==> src/rtl/lin_sync_pkg.sv <==
package lin_sync_pkg;

  typedef enum logic [1:0] {
    ST_SLEEP    = 2'b00,
    ST_AUTOBAUD = 2'b01,
    ST_WAIT     = 2'b10,
    ST_ACTIVE   = 2'b11
  } lin_st_e;

  typedef enum logic [1:0] {
    AB_IDLE = 2'b00,
    AB_MEAS = 2'b01,
    AB_HALT = 2'b10
  } ab_ph_e;

  localparam int unsigned BRK_MIN_BITS = 11;
  localparam int unsigned LEN_MAX      = 15;
  localparam int unsigned SYNC_LAST_FALL = 4; // falls counted before the closing one

endpackage

==> src/rtl/lin_rx_sync.sv <==
module lin_rx_sync #(
  parameter int unsigned STAGES = 2
) (
  input  logic clk,
  input  logic rst_n,
  input  logic rx_i,
  output logic rx_s_o,
  output logic fall_o
);

  logic [STAGES-1:0] sh_q;
  logic              prev_q;

  always_ff @(posedge clk or negedge rst_n) begin
    if (!rst_n) begin
      sh_q   <= '1;
      prev_q <= 1'b1;
    end else begin
      sh_q   <= {sh_q[STAGES-2:0], rx_i};
      prev_q <= sh_q[STAGES-1];
    end
  end

  assign rx_s_o = sh_q[STAGES-1];
  assign fall_o = prev_q & ~sh_q[STAGES-1];

endmodule

==> src/rtl/lin_break_det.sv <==
module lin_break_det
  import lin_sync_pkg::*;
#(
  parameter int unsigned RW = 13
) (
  input  logic          clk,
  input  logic          rst_n,
  input  logic          en_i,
  input  logic          clr_i,
  input  logic          rx_s_i,
  input  logic [RW-1:0] per_i,
  output logic          hit_o,
  output logic          end_o,
  output logic [3:0]    len_o
);

  localparam int unsigned NB_SAT = BRK_MIN_BITS + LEN_MAX;
  localparam int unsigned LB_W   = $clog2(NB_SAT + 1);

  logic [RW-1:0]   tmr_q, tmr_d, per_m1;
  logic [LB_W-1:0] nb_q, nb_d, nb_inc, over;
  logic            seen_q, seen_d, hit_q, hit_d, end_q, end_d;
  logic [3:0]      len_q, len_d;

  assign per_m1 = (per_i == '0) ? '0 : per_i - 1'b1;
  assign nb_inc = (nb_q == LB_W'(NB_SAT)) ? nb_q : nb_q + 1'b1;
  assign over   = nb_inc - LB_W'(BRK_MIN_BITS);

  always_comb begin
    tmr_d  = tmr_q;
    nb_d   = nb_q;
    seen_d = seen_q;
    len_d  = len_q;
    hit_d  = 1'b0;
    end_d  = 1'b0;
    if (clr_i || !en_i) begin
      tmr_d  = '0;
      nb_d   = '0;
      seen_d = 1'b0;
    end else if (!rx_s_i) begin
      if (tmr_q == per_m1) begin
        tmr_d = '0;
        nb_d  = nb_inc;
        if (nb_inc == LB_W'(BRK_MIN_BITS) && nb_q != nb_inc) begin
          hit_d  = 1'b1;
          seen_d = 1'b1;
          len_d  = '0;
        end else if (nb_inc > LB_W'(BRK_MIN_BITS)) begin
          len_d = over[3:0];
        end
      end else begin
        tmr_d = tmr_q + 1'b1;
      end
    end else begin
      tmr_d = '0;
      nb_d  = '0;
      if (seen_q) begin
        end_d  = 1'b1;
        seen_d = 1'b0;
      end
    end
  end

  always_ff @(posedge clk or negedge rst_n) begin
    if (!rst_n) begin
      tmr_q  <= '0;
      nb_q   <= '0;
      seen_q <= 1'b0;
      hit_q  <= 1'b0;
      end_q  <= 1'b0;
      len_q  <= '0;
    end else begin
      tmr_q  <= tmr_d;
      nb_q   <= nb_d;
      seen_q <= seen_d;
      hit_q  <= hit_d;
      end_q  <= end_d;
      len_q  <= len_d;
    end
  end

  assign hit_o = hit_q;
  assign end_o = end_q;
  assign len_o = len_q;

  AST_HIT_ON_LOW: assert property (@(posedge clk) disable iff (!rst_n)
    hit_q |-> $past(!rx_s_i && en_i));
  AST_END_ON_HIGH: assert property (@(posedge clk) disable iff (!rst_n)
    end_q |-> $past(rx_s_i));
  AST_LEN_RESTART: assert property (@(posedge clk) disable iff (!rst_n)
    $rose(hit_q) |-> len_q == 4'd0);

endmodule

==> src/rtl/lin_autobaud.sv <==
module lin_autobaud
  import lin_sync_pkg::*;
#(
  parameter int unsigned CW = 16,
  parameter int unsigned RW = CW - 3
) (
  input  logic          clk,
  input  logic          rst_n,
  input  logic          run_i,
  input  logic          fall_i,
  output logic          done_o,
  output logic          ovf_o,
  output logic [RW-1:0] val_o
);

  ab_ph_e        ph_q, ph_d;
  logic [2:0]    nf_q, nf_d;
  logic [CW-1:0] cnt_q, cnt_d;
  logic [CW:0]   sum;
  logic [RW:0]   rnd;
  logic          done_d, ovf_d, done_q, ovf_q;
  logic [RW-1:0] val_q, val_d;

  // count holds N-1 when the closing edge arrives; +1 for N, +4 for rounding
  assign sum = {1'b0, cnt_q} + (CW+1)'(5);
  assign rnd = sum[CW:3];

  always_comb begin
    ph_d   = ph_q;
    nf_d   = nf_q;
    cnt_d  = cnt_q;
    val_d  = val_q;
    done_d = 1'b0;
    ovf_d  = 1'b0;
    if (!run_i) begin
      ph_d  = AB_IDLE;
      nf_d  = '0;
      cnt_d = '0;
    end else begin
      unique case (ph_q)
        AB_IDLE: if (fall_i) begin
          ph_d  = AB_MEAS;
          nf_d  = 3'd1;
          cnt_d = '0;
        end
        AB_MEAS: begin
          if (fall_i && nf_q == 3'(SYNC_LAST_FALL)) begin
            ph_d = AB_HALT;
            if (rnd[RW]) ovf_d = 1'b1;
            else begin
              done_d = 1'b1;
              val_d  = rnd[RW-1:0];
            end
          end else if (cnt_q == '1) begin
            ph_d  = AB_HALT;
            ovf_d = 1'b1;
          end else begin
            cnt_d = cnt_q + 1'b1;
            if (fall_i) nf_d = nf_q + 1'b1;
          end
        end
        default: ph_d = AB_HALT;
      endcase
    end
  end

  always_ff @(posedge clk or negedge rst_n) begin
    if (!rst_n) begin
      ph_q   <= AB_IDLE;
      nf_q   <= '0;
      cnt_q  <= '0;
      done_q <= 1'b0;
      ovf_q  <= 1'b0;
      val_q  <= '0;
    end else begin
      ph_q   <= ph_d;
      nf_q   <= nf_d;
      cnt_q  <= cnt_d;
      done_q <= done_d;
      ovf_q  <= ovf_d;
      val_q  <= val_d;
    end
  end

  assign done_o = done_q;
  assign ovf_o  = ovf_q;
  assign val_o  = val_q;

  AST_DONE_OVF_EXCL: assert property (@(posedge clk) disable iff (!rst_n)
    !(done_q && ovf_q));
  AST_MEAS_NEEDS_RUN: assert property (@(posedge clk) disable iff (!rst_n)
    (ph_q == AB_MEAS) |-> $past(run_i));

endmodule

==> src/rtl/lin_sync_tracker.sv <==
module lin_sync_tracker
  import lin_sync_pkg::*;
#(
  parameter int unsigned CNT_W    = 16,
  parameter int unsigned RLD_INIT = 16
) (
  input  logic             clk,
  input  logic             rst_n,
  input  logic             rx_i,
  input  logic             slv_en_i,
  input  logic             ab_en_i,
  input  logic             st_wr_i,
  input  logic [1:0]       st_wdata_i,
  input  logic             rld_wr_i,
  input  logic [CNT_W-4:0] rld_wdata_i,
  input  logic             clr_brk_i,
  input  logic             clr_ovr_i,
  output logic [1:0]       state_o,
  output logic [3:0]       brk_len_o,
  output logic [CNT_W-4:0] reload_o,
  output logic             brk_flag_o,
  output logic             ovr_flag_o
);

  localparam int unsigned RLD_W = CNT_W - 3;

  logic [1:0]       rs_q;
  logic             rst_sn;
  lin_st_e          st_q, st_d;
  logic [RLD_W-1:0] rld_q, rld_d, ab_val;
  logic             brk_q, brk_d, ovr_q, ovr_d;
  logic             rx_s, fall, hit, brk_end, done, ovf, det_en, ab_run, wake;

  // reset asserts at once, releases on the clock
  always_ff @(posedge clk or negedge rst_n) begin
    if (!rst_n) rs_q <= 2'b00;
    else        rs_q <= {rs_q[0], 1'b1};
  end
  assign rst_sn = rs_q[1];

  lin_rx_sync #(.STAGES(2)) u_sync (
    .clk(clk), .rst_n(rst_sn), .rx_i(rx_i), .rx_s_o(rx_s), .fall_o(fall)
  );

  assign det_en = slv_en_i && (st_q == ST_WAIT || st_q == ST_ACTIVE);

  lin_break_det #(.RW(RLD_W)) u_brk (
    .clk(clk), .rst_n(rst_sn), .en_i(det_en), .clr_i(st_wr_i),
    .rx_s_i(rx_s), .per_i(rld_q), .hit_o(hit), .end_o(brk_end), .len_o(brk_len_o)
  );

  assign ab_run = slv_en_i && ab_en_i && (st_q == ST_AUTOBAUD) && !st_wr_i;

  lin_autobaud #(.CW(CNT_W), .RW(RLD_W)) u_ab (
    .clk(clk), .rst_n(rst_sn), .run_i(ab_run), .fall_i(fall),
    .done_o(done), .ovf_o(ovf), .val_o(ab_val)
  );

  assign wake = slv_en_i && (st_q == ST_SLEEP) && fall;

  always_comb begin
    st_d = st_q;
    if (st_wr_i) begin
      st_d = lin_st_e'(st_wdata_i);
    end else if (slv_en_i) begin
      unique case (st_q)
        ST_WAIT, ST_ACTIVE: if (brk_end) st_d = ab_en_i ? ST_AUTOBAUD : ST_ACTIVE;
        ST_AUTOBAUD:        if (done)    st_d = ST_ACTIVE;
        default:            st_d = st_q;
      endcase
    end
  end

  always_comb begin
    brk_d = brk_q;
    if (clr_brk_i)             brk_d = 1'b0;
    if (slv_en_i && (hit || wake)) brk_d = 1'b1;
    ovr_d = ovr_q;
    if (clr_ovr_i)             ovr_d = 1'b0;
    if (slv_en_i && ovf)       ovr_d = 1'b1;
    rld_d = rld_q;
    if (rld_wr_i)              rld_d = rld_wdata_i;
    else if (slv_en_i && done) rld_d = ab_val;
  end

  always_ff @(posedge clk or negedge rst_sn) begin
    if (!rst_sn) begin
      st_q  <= ST_WAIT;
      brk_q <= 1'b0;
      ovr_q <= 1'b0;
      rld_q <= RLD_W'(RLD_INIT);
    end else begin
      st_q  <= st_d;
      brk_q <= brk_d;
      ovr_q <= ovr_d;
      rld_q <= rld_d;
    end
  end

  assign state_o    = st_q;
  assign reload_o   = rld_q;
  assign brk_flag_o = brk_q;
  assign ovr_flag_o = ovr_q;

  AST_RELOAD_HOLD_ON_OVF: assert property (@(posedge clk) disable iff (!rst_sn)
    (ovf && !rld_wr_i) |=> $stable(reload_o));
  AST_OVR_CAUSE: assert property (@(posedge clk) disable iff (!rst_sn)
    $rose(ovr_flag_o) |-> $past(ovf));
  AST_AB_EXIT: assert property (@(posedge clk) disable iff (!rst_sn)
    (st_q == ST_AUTOBAUD && !st_wr_i) |=> (st_q == ST_AUTOBAUD || st_q == ST_ACTIVE));
  AST_SLEEP_HOLD: assert property (@(posedge clk) disable iff (!rst_sn)
    (st_q == ST_SLEEP && !st_wr_i) |=> st_q == ST_SLEEP);
  AST_NO_HW_WHEN_OFF: assert property (@(posedge clk) disable iff (!rst_sn)
    (!slv_en_i && !st_wr_i) |=> $stable(state_o));

endmodule

==> config.mk <==
export PLATFORM = sky130hd
export DESIGN_NAME = lin_sync_tracker
export DESIGN_NICKNAME = d
export VERILOG_FILES = /design/src/rtl/lin_sync_pkg.sv /design/src/rtl/lin_rx_sync.sv /design/src/rtl/lin_break_det.sv /design/src/rtl/lin_autobaud.sv /design/src/rtl/lin_sync_tracker.sv
export SDC_FILE = /design/constraint.sdc
export NUM_CORES = 1
export LEC_CHECK = 0
export BUFFER_PORTS_ARGS = -buffer_cell sky130_fd_sc_hd__buf_4
export CAP_MARGIN = 40
export CORE_ASPECT_RATIO = 1.75
export CORE_MARGIN = 5
export CORE_UTILIZATION = 59
export DETAILED_ROUTE_END_ITERATION = 6
export PLACE_DENSITY = 0.9
export SLEW_MARGIN = 10
export SYNTH_ARGS = -nofsm -noshare
export SYNTH_HDL_FRONTEND = slang
export SYNTH_SLANG_ARGS = --single-unit
==> constraint.sdc <==
create_clock -name clk -period 3.56 [get_ports clk]
set_input_delay 0.712 -clock clk [delete_from_list [all_inputs] [get_ports clk]]
set_output_delay 0.712 -clock clk [all_outputs]
set_load 0.02 [all_outputs]
==> metrics.txt <==
Synth area leaders=dfrtp_1, o21ai_0, xnor2_1, nand2_1, xor2_1; DRT iter0 DRCs=261; RSZ-0062 raised after global routing=no; CP endpoint kind=flop; Mapped Area=around 4600 sq um; Critical Path RT=~3800 ps; relative slew slack=0.4526; DRC=0; most used standard cell by instance count after synthesis=dfrtp_1; Yosys warning count=0; DP HPWL=between 8000 and 9000 microns; hold_buf cts=0; layout cells sized above 1=0.1771; Area Overhead vs Synth=18.50%; CP startpoint kind=flop; H-tree depth=3; worst-skew pair later-pin latency=around 340 ps; I/O Buffers=44; Max VDD drop=a little over 0.4 mV; Yosys top cell by area=dfrtp_1; Static Leak=between 2 and 2.5 nW; final std cells w/o fill=~650; status=completed; Async SR Flop Fraction=1.000; Die Wd=about 77 microns; Clk pin slew, worst setup/hold paths=~60 ps; Setup CP Type=flop to flop; GPL Wtd Cong=0.9698; DRT Wirelength=11650 microns; CTS tree=yes; max-slew violations=0; # fillers=roughly 550; DR WL/cell=roughly 18 microns; footprint of the multi-input gates=~2400 sq um; number of synthesized flops with an enable pin=0; Sink Count=83; core area=7567 sq um; Final Skew=roughly 6.1 ps; Initial Util=0.6078; Achievable Freq=between 0.3 and 0.4 GHz; Register Area=roughly 2100 sq um; routed vias/inst=6.172; CP Cell Sequence=inv_1 > ha_1 > or3b_2 > nor4_2 > mux2i_1 > o211ai_1 > or4_4 > nor3_4 > o211a_4 > mux2_4; CTS Buffer Depth=2; Final ANT Viol Nets=0; CP peak stage delay=560 ps; Crit-path slowest cell=or4_4; # diodes=0; worst slew pin tran=between 800 and 900 ps; synth unique cells=53; TNS Setup=0 ps; Critical Path Fanout Max=6; CTS root buf=clkbuf_16; DRT Pass-1 Iters=5; syn avg cell area=between 9 and 10 sq um; min cycle time layout=between 3000 and 4000 ps; Critical path buffers and inverters=1; post-synth net total=532; top-level port count=45; antenna violations before repair=0; Cell Pwr Density=slightly above 400 nW/um^2; Mapped Cells=500; Num CTS Buffers=9; first-pass GRT wire length=19260 microns; Die Ht=roughly 130 microns; final setup violation count=0; GR Overflow Total=0; nets@finish=586; area share of the largest cell type after synthesis=0.4244; FP Rows=42; Final Cycle Share=0.9207; Yosys reg bits=a little over 80; GRT Total Usage=0.2465; sequential-to-total area share from yosys stat=0.4529; top_reg_cell synth=dfrtp_1; R2R Setup Slk=approximately 280 ps; Max-Cap Viols=0; Final Hold Fails=0; Die ar.=roughly 10000 sq um; number of global-route vias before repair=between 4000 and 5000; placed insts=about 630; pin count of the biggest net entering global routing=slightly below 70; via count=roughly 4000; crit path DAT=3500 ps; most common library cells after synthesis=dfrtp_1, nand2_1, nor2_1, o21ai_0, xnor2_1; Min-Delay Path Class=primary input to async pin; Crit path max-delay family=simple AND/OR/NAND/NOR gates
logic make-up after synthesis:
| kind of cell | count (synthesis) | share of synthesized area |
|---|---|---|
| compound gates | 90 | 0.1170 |
| xor+xnor | 51 | 0.09712 |
| fa+ha+maj | 8 | 0.02176 |
| buf+inv | 36 | 0.03046 |
| flops | 83 | 0.4529 |
| mux | 24 | 0.05658 |
| other cells | 1 | 0.0008153 |
| simple gates | 207 | 0.2233 |
layer usage:
layer	vias up	share of wire	GRT usage
li1	1861	-	-
met1	1934	0.36	0.2567
met2	148	0.55	0.4492
met3	50	0.044	0.04752
met4	0	0.045	0.1442
met5	-	0	0
worst paths after layout:
path,from,to,cells past startpoint
setup / recovery,reload_o[1]$_DFFE_PN0P_,u_brk.len_o[2]$_DFFE_PN0P_,10
hold / removal,rst_n,rs_q[1]$_DFF_PN0_,1
setup reg to reg,reload_o[1]$_DFFE_PN0P_,u_brk.len_o[2]$_DFFE_PN0P_,10
hold reg to reg,rs_q[1]$_DFF_PN0_,ovr_flag_o$_DFFE_PN0P_,0
max in group asynchronous,rs_q[1]$_DFF_PN0_,reload_o[4]$_DFFE_PN1P_,1
min in group clk,rs_q[0]$_DFF_PN0_,rs_q[1]$_DFF_PN0_,0
metrics by stage:
step	utilization	worst slack [ps]	power, mW	hold WS [ps]	area, sq um
after global placement	0.6723	154.1	1.257	338.0	5087
after floorplan	-	258.9	1.151	331.2	4599
after detailed placement	0.6759	81.94	1.268	186.8	5115
after CTS	0.7174	70.31	2.220	139.9	5429
after global routing	0.7202	70.62	2.297	143.6	5450
final	0.7202	282.3	2.211	148.4	5450
cells in the final DEF, fill, tap and decap left out, drive strengths merged, types with 3 or more instances in the layout:
cell,synthesis,final
o31ai,3,3
dfstp,5,5
clkbuf,18,12
mux2i,20,20
or3,7,7
dfrtp,78,78
o41ai,3,3
buf,3,64
or4,4,4
a31oi,7,7
nor4,6,6
nand2b,4,4
nand3,17,17
and4,4,4
inv,15,15
o211ai,3,3
ha,8,8
xor2,25,25
o21ai,46,46
nor3,16,16
and3,14,14
mux2,4,4
nand4,9,9
xnor2,26,26
nand2,59,59
a21oi,15,15
nor2,52,52
nor2b,4,4
sequential cells by signal (all words and copies together) (netlist names), 2 cells and up:
name         count
u_ab.val_o      13
state_o          2
u_brk.tmr_q     13
reload_o        13
rs_q             2
u_brk.nb_q       5
u_ab.cnt_q      16
u_sync.sh_q      2
u_ab.nf_q        3
u_brk.len_o      4
u_ab.ph_q        2
layout make-up:
cell class                 instances  area share
clock inverter                     4    0.008724
multi-input combinational        381      0.4371
clock buffer                      12     0.04890
sequential                        83      0.3829
timing repair buffer              64     0.09183
tap                               88     0.02020
inverter                          15     0.01033
report_power, final:
part / total, mW / leakage, nW / switching (mW) / internal, mW
registers: 0.999 / 1.11 / 0.0275 / 0.972
clock network: 0.958 / 0.155 / 0.360 / 0.598
logic: 0.254 / 1.22 / 0.148 / 0.106
repair_timing:
action                     CTS  global route
setup endpoints to repair    0            16
gates resized for setup      0             1
buffers inserted             0             2
No activity file was read; power rests on OpenSTA's default activity.
